<file path="config.mk">
export PLATFORM = sky130hd
export DESIGN_NAME = adp_port
export DESIGN_NICKNAME = d
export VERILOG_FILES = /design/src/rtl/adp_pkg.sv /design/src/rtl/adp_ctrl.sv /design/src/rtl/adp_datapath.sv /design/src/rtl/adp_port.sv
export SDC_FILE = /design/constraint.sdc
export NUM_CORES = 2
export LEC_CHECK = 0
export ABC_AREA = 0
export BUFFER_PORTS_ARGS = -buffer_cell sky130_fd_sc_hd__buf_4
export CORE_UTILIZATION = 55
export CTS_BUF_LIST = sky130_fd_sc_hd__clkbuf_8
export CTS_CLUSTER_SIZE = 30
export DETAILED_ROUTE_END_ITERATION = 8
export PLACE_DENSITY = 0.79
export SLEW_MARGIN = 15
export SYNTH_ARGS = -nofsm -noshare
export SYNTH_HDL_FRONTEND = slang
export SYNTH_HIERARCHICAL = 1
export SYNTH_SLANG_ARGS = --single-unit
export TNS_END_PERCENT = 10
</file>
<file path="constraint.sdc">
create_clock -name clk -period 4.7 [get_ports clk]
set_input_delay 1.41 -clock clk [delete_from_list [all_inputs] [get_ports clk]]
set_output_delay 1.41 -clock clk [all_outputs]
set_load 0.01 [all_outputs]
</file>
<file path="src/rtl/adp_pkg.sv">
package adp_pkg;

  // Strobes decoded by the control for one bus write.
  typedef struct packed {
    logic gprWr;      // plain storage write
    logic addrWr;     // write to an address register
    logic addrUser;   // the address register written is the user one
    logic spaceWr;    // data write in flat mode
    logic pipeWr;     // data write in pipe mode
    logic pipeVoid;   // address write selecting a void pipe index
    logic bumpPlain;  // step selected address by one
    logic bumpPipe;   // step selected address top byte
  } adp_strobe_t;

endpackage

</file>
<file path="src/rtl/adp_ctrl.sv">
module adp_ctrl
  import adp_pkg::*;
#(
  parameter int NUM_GPR = 32,
  parameter int ADDR_IDX = 28,
  parameter int USR_IDX = 29,
  parameter int DATA_IDX = 30,
  parameter int SPACE_AW = 16,
  parameter int FREEZE_BIT = 18,
  parameter logic [255:0] VOID_MASK = 256'd3 << 48,
  localparam int IDX_W = $clog2(NUM_GPR)
) (
  input  logic             clk,
  input  logic             rstN,
  input  logic             wrEn,
  input  logic [IDX_W-1:0] wrIdx,
  input  logic [31:0]      wrData,
  input  logic [31:0]      selAddr,
  output logic             useUser,
  output adp_strobe_t      strb
);

  localparam logic [31:0] LEGAL_PIPE = 32'hFF00_0000 | (32'd1 << FREEZE_BIT);

  logic isAddrWr;
  logic isDataWr;
  logic selPipe;
  logic newPipe;

  assign isAddrWr = wrEn && ((wrIdx == IDX_W'(ADDR_IDX)) || (wrIdx == IDX_W'(USR_IDX)));
  assign isDataWr = wrEn && (wrIdx == IDX_W'(DATA_IDX));
  assign selPipe  = |selAddr[31:SPACE_AW];
  assign newPipe  = |wrData[31:SPACE_AW];

  always_comb begin
    strb           = '0;
    strb.addrWr    = isAddrWr;
    strb.addrUser  = (wrIdx == IDX_W'(USR_IDX));
    strb.pipeVoid  = isAddrWr && newPipe && VOID_MASK[wrData[31:24]];
    strb.spaceWr   = isDataWr && !selPipe;
    strb.bumpPlain = isDataWr && !selPipe;
    strb.pipeWr    = isDataWr && selPipe;
    strb.bumpPipe  = isDataWr && selPipe && !selAddr[FREEZE_BIT];
    strb.gprWr     = wrEn && !isAddrWr && !isDataWr;
  end

  always_ff @(posedge clk) begin
    if (!rstN)         useUser <= 1'b0;
    else if (isAddrWr) useUser <= strb.addrUser;
  end


  pipe_addr_legal_chk: assert property (@(posedge clk) disable iff (!rstN)
    strb.pipeWr |-> ((selAddr & ~LEGAL_PIPE) == 32'd0));


  sel_follow_chk: assert property (@(posedge clk) disable iff (!rstN)
    isAddrWr |=> (useUser == $past(wrIdx == IDX_W'(USR_IDX))));


  one_action_chk: assert property (@(posedge clk) disable iff (!rstN)
    $onehot0({strb.gprWr, strb.addrWr, strb.spaceWr, strb.pipeWr}));

endmodule

</file>
<file path="src/rtl/adp_datapath.sv">
module adp_datapath
  import adp_pkg::*;
#(
  parameter int NUM_GPR = 32,
  parameter int ADDR_IDX = 28,
  parameter int USR_IDX = 29,
  parameter int DATA_IDX = 30,
  parameter int SPACE_AW = 16,
  parameter logic [7:0] STRM_LO_IDX = 8'h20,
  parameter logic [7:0] STRM_DATA_IDX = 8'h22,
  localparam int IDX_W = $clog2(NUM_GPR),
  localparam logic [7:0] STRM_HI_IDX = STRM_LO_IDX + 8'd1
) (
  input  logic                clk,
  input  logic                rstN,
  input  adp_strobe_t         strb,
  input  logic                useUser,
  input  logic [IDX_W-1:0]    wrIdx,
  input  logic [31:0]         wrData,
  input  logic [IDX_W-1:0]    rdIdx,
  output logic [31:0]         rdData,
  output logic [31:0]         selAddr,
  output logic                spaceWrEn,
  output logic [SPACE_AW-1:0] spaceWrAddr,
  output logic [31:0]         spaceWrData,
  output logic                pipeWrEn,
  output logic [7:0]          pipeWrIdx,
  output logic [31:0]         pipeWrData,
  output logic                memWrEn,
  output logic [63:0]         memWrAddr,
  output logic [31:0]         memWrData
);

  logic [31:0]      gprQ [NUM_GPR];
  logic [IDX_W-1:0] selIdx;
  logic [31:0]      nextSel;
  logic             pipeFire;
  logic [7:0]       pipeIdx;
  logic [31:0]      pipeVal;
  logic [63:0]      streamAddr;

  assign selIdx  = useUser ? IDX_W'(USR_IDX) : IDX_W'(ADDR_IDX);
  assign selAddr = gprQ[selIdx];
  assign nextSel = strb.bumpPipe ? selAddr + 32'h0100_0000 : selAddr + 32'd1;

  assign rdData = ((rdIdx == '0) || (rdIdx == IDX_W'(DATA_IDX))) ? 32'd0 : gprQ[rdIdx];

  // General register file, address registers included.
  always_ff @(posedge clk) begin
    if (!rstN) begin
      for (int i = 0; i < NUM_GPR; i++) gprQ[i] <= '0;
    end else if (strb.gprWr || strb.addrWr) begin
      gprQ[wrIdx] <= wrData;
    end else if (strb.bumpPlain || strb.bumpPipe) begin
      gprQ[selIdx] <= nextSel;
    end
  end

  // Pipe target: a void index fires from the address write itself.
  assign pipeFire = strb.pipeWr || strb.pipeVoid;
  assign pipeIdx  = strb.pipeVoid ? wrData[31:24] : selAddr[31:24];
  assign pipeVal  = strb.pipeVoid ? 32'd0 : wrData;

  always_ff @(posedge clk) begin
    if (!rstN) begin
      streamAddr <= '0;
    end else if (pipeFire) begin
      if (pipeIdx == STRM_LO_IDX)        streamAddr[31:0]  <= pipeVal;
      else if (pipeIdx == STRM_HI_IDX)   streamAddr[63:32] <= pipeVal;
      else if (pipeIdx == STRM_DATA_IDX) streamAddr        <= streamAddr + 64'd4;
    end
  end

  always_ff @(posedge clk) begin
    if (!rstN) begin
      spaceWrEn   <= 1'b0;
      spaceWrAddr <= '0;
      spaceWrData <= '0;
      pipeWrEn    <= 1'b0;
      pipeWrIdx   <= '0;
      pipeWrData  <= '0;
      memWrEn     <= 1'b0;
      memWrAddr   <= '0;
      memWrData   <= '0;
    end else begin
      spaceWrEn <= strb.spaceWr;
      pipeWrEn  <= pipeFire;
      memWrEn   <= pipeFire && (pipeIdx == STRM_DATA_IDX);
      if (strb.spaceWr) begin
        spaceWrAddr <= selAddr[SPACE_AW-1:0];
        spaceWrData <= wrData;
      end
      if (pipeFire) begin
        pipeWrIdx  <= pipeIdx;
        pipeWrData <= pipeVal;
      end
      if (pipeFire && (pipeIdx == STRM_DATA_IDX)) begin
        memWrAddr <= streamAddr;
        memWrData <= pipeVal;
      end
    end
  end


  plain_bump_chk: assert property (@(posedge clk) disable iff (!rstN)
    strb.bumpPlain |=> (selAddr == $past(selAddr) + 32'd1));


  pipe_hold_chk: assert property (@(posedge clk) disable iff (!rstN)
    (strb.pipeWr && !strb.bumpPipe) |=> $stable(selAddr));


  stream_step_chk: assert property (@(posedge clk) disable iff (!rstN)
    memWrEn |-> (streamAddr == memWrAddr + 64'd4));


  mem_has_pipe_chk: assert property (@(posedge clk) disable iff (!rstN)
    memWrEn |-> (pipeWrEn && (pipeWrIdx == STRM_DATA_IDX) && (pipeWrData == memWrData)));


  out_excl_chk: assert property (@(posedge clk) disable iff (!rstN)
    $onehot0({spaceWrEn, pipeWrEn}));

endmodule

</file>
<file path="src/rtl/adp_port.sv">
module adp_port
  import adp_pkg::*;
#(
  parameter int NUM_GPR = 32,
  parameter int ADDR_IDX = 28,
  parameter int USR_IDX = 29,
  parameter int DATA_IDX = 30,
  parameter int SPACE_AW = 16,
  parameter int FREEZE_BIT = 18,
  parameter logic [7:0] STRM_LO_IDX = 8'h20,
  parameter logic [7:0] STRM_DATA_IDX = 8'h22,
  parameter logic [255:0] VOID_MASK = 256'd3 << 48,
  localparam int IDX_W = $clog2(NUM_GPR)
) (
  input  logic                clk,
  input  logic                rstN,
  input  logic                regWrEn,
  input  logic [IDX_W-1:0]    regWrIdx,
  input  logic [31:0]         regWrData,
  input  logic [IDX_W-1:0]    regRdIdx,
  output logic [31:0]         regRdData,
  output logic                spaceWrEn,
  output logic [SPACE_AW-1:0] spaceWrAddr,
  output logic [31:0]         spaceWrData,
  output logic                pipeWrEn,
  output logic [7:0]          pipeWrIdx,
  output logic [31:0]         pipeWrData,
  output logic                memWrEn,
  output logic [63:0]         memWrAddr,
  output logic [31:0]         memWrData
);

  adp_strobe_t strb;
  logic        useUser;
  logic [31:0] selAddr;

  adp_ctrl #(
    .NUM_GPR(NUM_GPR), .ADDR_IDX(ADDR_IDX), .USR_IDX(USR_IDX),
    .DATA_IDX(DATA_IDX), .SPACE_AW(SPACE_AW), .FREEZE_BIT(FREEZE_BIT),
    .VOID_MASK(VOID_MASK)
  ) i_ctrl (
    .clk(clk), .rstN(rstN), .wrEn(regWrEn), .wrIdx(regWrIdx),
    .wrData(regWrData), .selAddr(selAddr), .useUser(useUser), .strb(strb)
  );

  adp_datapath #(
    .NUM_GPR(NUM_GPR), .ADDR_IDX(ADDR_IDX), .USR_IDX(USR_IDX),
    .DATA_IDX(DATA_IDX), .SPACE_AW(SPACE_AW),
    .STRM_LO_IDX(STRM_LO_IDX), .STRM_DATA_IDX(STRM_DATA_IDX)
  ) i_dp (
    .clk(clk), .rstN(rstN), .strb(strb), .useUser(useUser),
    .wrIdx(regWrIdx), .wrData(regWrData), .rdIdx(regRdIdx), .rdData(regRdData),
    .selAddr(selAddr),
    .spaceWrEn(spaceWrEn), .spaceWrAddr(spaceWrAddr), .spaceWrData(spaceWrData),
    .pipeWrEn(pipeWrEn), .pipeWrIdx(pipeWrIdx), .pipeWrData(pipeWrData),
    .memWrEn(memWrEn), .memWrAddr(memWrAddr), .memWrData(memWrData)
  );

endmodule

</file>
== Word level (Yosys, flattened, before mapping) ==
Memory sizes are Yosys's and may differ from the RTL's.
Cells that the tools add are included.
Word-level totals
  flip-flop bits (word level): 252
  RAM bits: 1024
  bits in read-only memories: 256
  input port bits: 45
  output and inout port bits: 219
  word-level logic and storage cells: 79
  memories: 2
Memories
  i_dp.gprQ: depth 32, bits a word 32, rd ports 2, clocked after memory_dff 0, write ports 32, line adp_datapath.sv:34  | logic [31:0] gprQ [NUM_GPR];
  (name not given): depth 256, bits a word 1, rd ports 1, clocked after memory_dff 0, write ports 0, line adp_ctrl.sv:39  | strb.pipeVoid = isAddrWr && newPipe && VOID_MASK[wrData[31:24]];
Operators by class
  $add $sub $neg: 3
  magnitude comparators: 1
  equal/unequal tests: 8
  mux-type cells: 24
  bitwise operators: 1
  reduce and logical (&&, ||, !) cells: 28
Operators with widths (number)
  32-bit 2-to-1 mux: 8
  64-bit by 3-bit adder with 64-bit output, second input constant: 1
  64-bit 2-to-1 mux: 1
  32-bit OR reduction: 2
  32-bit by 1-bit adder with 32-bit output, second input constant: 1
  32-bit by 25-bit adder with 32-bit output, second input constant: 1
  16-bit OR reduction: 2
  8-bit by 6-bit == test with 1-bit output, second input constant: 3
  5-bit == test, second input constant: 4
  1-bit 2-to-1 mux: 12
  1-bit logical AND: 10
  5-bit 2-to-1 mux: 2
  8-bit by 9-bit less-than comparator with 1-bit output, second input constant: 1
  8-bit 2-to-1 mux: 1
  3-bit AND reduction: 2
  5-bit zero test: 1
  1-bit logical OR: 5
  1-bit zero test: 4
  2-bit nonzero test: 2
  2-bit by 1-bit != test with 1-bit output, second input constant: 1
  1-bit NOT: 1

== Depth between registers and ports, before layout ==
  word-level depth: 13
  mapped depth: 19
  gate-level depth less buffers: 13

== Cells and area by module ==
The synthesis kept the hierarchy.
Modules (own cells, without submodules)
  adp_datapath: instances 1, cells an instance 4478, area each 57176.1 µm², sequential area each 35774.3 µm²
  adp_ctrl: instances 1, cells an instance 24, area each 183.9 µm², sequential area each 20.0 µm²

== Worst setup path after synthesis ==
No wires, ideal clock.
  path type: input to output
  start: input port regRdIdx[0]
  end: output port regRdData[12]
  arrival: 3.483 ns
  data required time: 3.290 ns
  slack: -0.193 ns
  cell stages on the path: 7
  buffers on the path: 3
  cell sequence: clkbuf_1 -> buf_2 -> buf_1 -> mux4_2 -> mux4_2 -> mux2i_1 -> nor2_1
On the way
  longest elaborated chain between the ends: 3
  elaborated cells between the ends (all ways): 5
  those cells by class: eq/ne: 1; mux: 1; reduce/logical: 2; memory: 1
Ends and longest elaborated chain
  start, declared: line adp_port.sv:20  | input logic [IDX_W-1:0] regRdIdx,
  parallel branches: the longest is 2 deep, another holds memory 32 x 32 bit
  32-bit 2-to-1 mux (*): line adp_datapath.sv:46  | assign rdData = ((rdIdx == '0) || (rdIdx == IDX_W'(DATA_IDX))) ? 32'd0 : gprQ[rdIdx];
  end, declared: line adp_port.sv:21  | output logic [31:0] regRdData,
Mark *: on every way between the ends.

== Worst setup path in the final report ==
  start: input port regRdIdx[0]
  end: output port regRdData[15]
The elaborated chain is that of the path after synthesis.

==> qor.yml <==
timing:
  final_hold_viol_count: 0
  rsz_0062_raised_after_global_routing: "true"
  tightest_slew_ps: 1200
  final.period_utilization_pct: 104
  max_clock_freq_mhz: 204
  fin_skew_ps: 52.5
  report.final.setup_viol: 32
  final.setup.worst_slack_ps: -201
  fin_setup_tns_ps: -4020
  final_max_slew_viol_count: 0
  worst_hold_slack_ps: 458
  timing.slew.headroom_pct: 20.1
  period_minus_slack_ps: 4900
pwr:
  power.sequential.fraction_pct: 51.8
  total_power_of_the_final_layout_mw: 24.6
  vdd_ir_drop_max_v: 0.000330
  intPower_mw: 18.6
  netSwitchingFraction_pct: 24.5
  leakage_nw: 24.3
  total_switching_power_mw: 6.05
  pwr-share-comb_pct: 8.7
  clock_power_share_pct: 39.4
  pwr_density_cell_mw_per_mm2: 365
outcome:
  failed_checks: "design-rule violations, negative setup slack"
  run_status: "finished, violations left"
critical_path:
  data_required_critical_path_ps: 3290
  reg2reg_depth: 13
  rr_startpoint: "i_ctrl/useUser"
  worst-endpoint-arrival_ps: 3490
  critical_path.endpoint_type: "output port"
  start_kind: "input port"
  critPathMaxFanout: 8
  timing.reg2reg.setup_slack_ps: 140
  timing.rr.end: "i_dp/gprQ[13][1]"
  setup.worst_path.start: "regRdIdx[0]"
  category_of_the_critical_setup_timing_path: "input port to output port"
run:
  number_of_maximum_capacitance_violations: 0
finish:
  nets: 4943
  final_common_cell: "nor2_1"
  design_area_mm2: 0.0675
  layout-drive-gt1-share_pct: 25.3
  syn_to_final_growth_pct: 17.6
  most-common-layout-cells: "1095 x nor2_1, 1024 x edfxtp_1, 497 x buf_4"
min_path:
  hold_end: "i_dp/memWrAddr[60]"
  min_path_type: "flip-flop to flip-flop"
  worstHoldPathCells: 2
  hold_path_startpoint: "i_dp/memWrAddr[60]"
cts:
  cts.htree.levels: 4
  clkSinkCount: 1276
  ctsRootBufferMaster: "clkbuf_8"
  clk_pin_slew_ps: 60
  cts_buffers: 200
  clock_path_buffers: 3
  clk-insertion-delay-late_ps: 910
  clock_tree_from_tritoncts: "yes"
floorplanning:
  ioPinCount: 264
  dieArea_mm2: 0.106
  die_h_um: 325
  floorplan.rows: 118
  floorplan.initialDensity_pct: 55.4
  die_width_um: 325
  core_area_mm2: 0.103
routing:
  via_per_instance_ratio: 6.56
  detailed_router_iteration_count_before_antenna_repair: 9
  wire_per_inst_um: 29.6
  detail_route.wirelength_um: 191000
  via_count: 42259
  dr.first_iter.drc_count: 6713
  drc_errors: 4
  final_antenna_net_count: 0
global_routing:
  grt_pass1_wl_um: 273000
  grt-ovfl-total: 0
  antenna_found_initial: 3
  maximum_number_of_pins_on_one_net_before_global_route_repair: 103
  track_usage_pct: 35.5
  first_global_vias: 41815
placed_design:
  place_worst_setup_slack_ps: -268
  place_congestion: 0.994
  buffer_ports.inserted: 263
  dpl-instance-area_mm2: 0.0629
  detailed_place_hpwl_um: 123000
synthesis:
  postSynthNetCount: 4548
  post_synthesis_area_per_instance_um2: 12.7
  synthesis.yosys.warnings: 6
  synthesized_cell_area_mm2: 0.0573
  netlist_instances: 4500
## stage by stage
stage / util, % / cells
3_3_place_gp: 60.7 / 6057
4_1_cts: 65.0 / 6430
5_1_grt: 65.2 / 6441
6_report: 65.2 / 6442
2_1_floorplan: - / 4500
3_5_place_dp: 60.7 / 6057
## per-layer routing
| layer | GRT usage (%) | up-vias | share of wire (%) |
|---|---|---|---|
| li1 | - | 17228 | - |
| met1 | 44.7 | 20671 | 33 |
| met2 | 55.7 | 3631 | 47 |
| met3 | 8.99 | 727 | 14 |
| met4 | 21.2 | 2 | 6.6 |
| met5 | 0 | - | 0.0068 |
## flip-flops by register name, summed over array words and instances, names as in the netlist, 8 cells and up
signal            count
i_dp/gprQ          1024
i_dp/memWrAddr       64
i_dp/streamAddr      64
i_dp/memWrData       32
i_dp/pipeWrData      32
i_dp/spaceWrData     32
i_dp/spaceWrAddr     16
i_dp/pipeWrIdx        8
## layout make-up
| class | count | area (um^2) |
|---|---|---|
| Clock inverter | 147 | 1070 |
| Fill cell | 7151 | 36000 |
| Tap cell | 1380 | 1730 |
| Antenna cell | 3 | 7.51 |
| Inverter | 25 | 95.1 |
| Multi-Input combinational cell | 2798 | 20000 |
| Clock buffer | 219 | 3010 |
| Sequential cell | 1276 | 35800 |
| Timing Repair Buffer | 594 | 5720 |
## worst max-delay path, cell delays in order
cell and delay [ps]:
buf_16 170, buf_12 130, buf_16 130, mux4_2 500, mux4_2 590, mux2i_1 200
buf_4 160, nor2_2 30, buf_4 140
## timing repair
item,in CTS,in global routing
gates resized for setup,26,17
setup endpoints to repair,45,147
setup buffers,2,4
gates cloned,5,5
hold buffers,0,0
## power groups by stage
stage / clock network, mW / registers (mW) / logic (mW)
floorplan: 0 / 12.9 / 1.12
global placement: 0 / 13.0 / 1.97
detailed placement: 0 / 13.0 / 2.02
CTS: 9.71 / 12.8 / 2.07
global route: 10.2 / 12.8 / 2.19
finish: 9.72 / 12.8 / 2.16
## worst max path at each step
stage	depth (start not counted)	slack, ps	end
CTS	8	-150	regRdData[15]
detailed placement	7	-270	regRdData[13]
global route	9	-210	regRdData[6]
floorplan	7	-5	regRdData[10]
global placement	7	-270	regRdData[13]
finish	9	-200	regRdData[15]
Note: power is estimated with default switching activity, not from simulation.
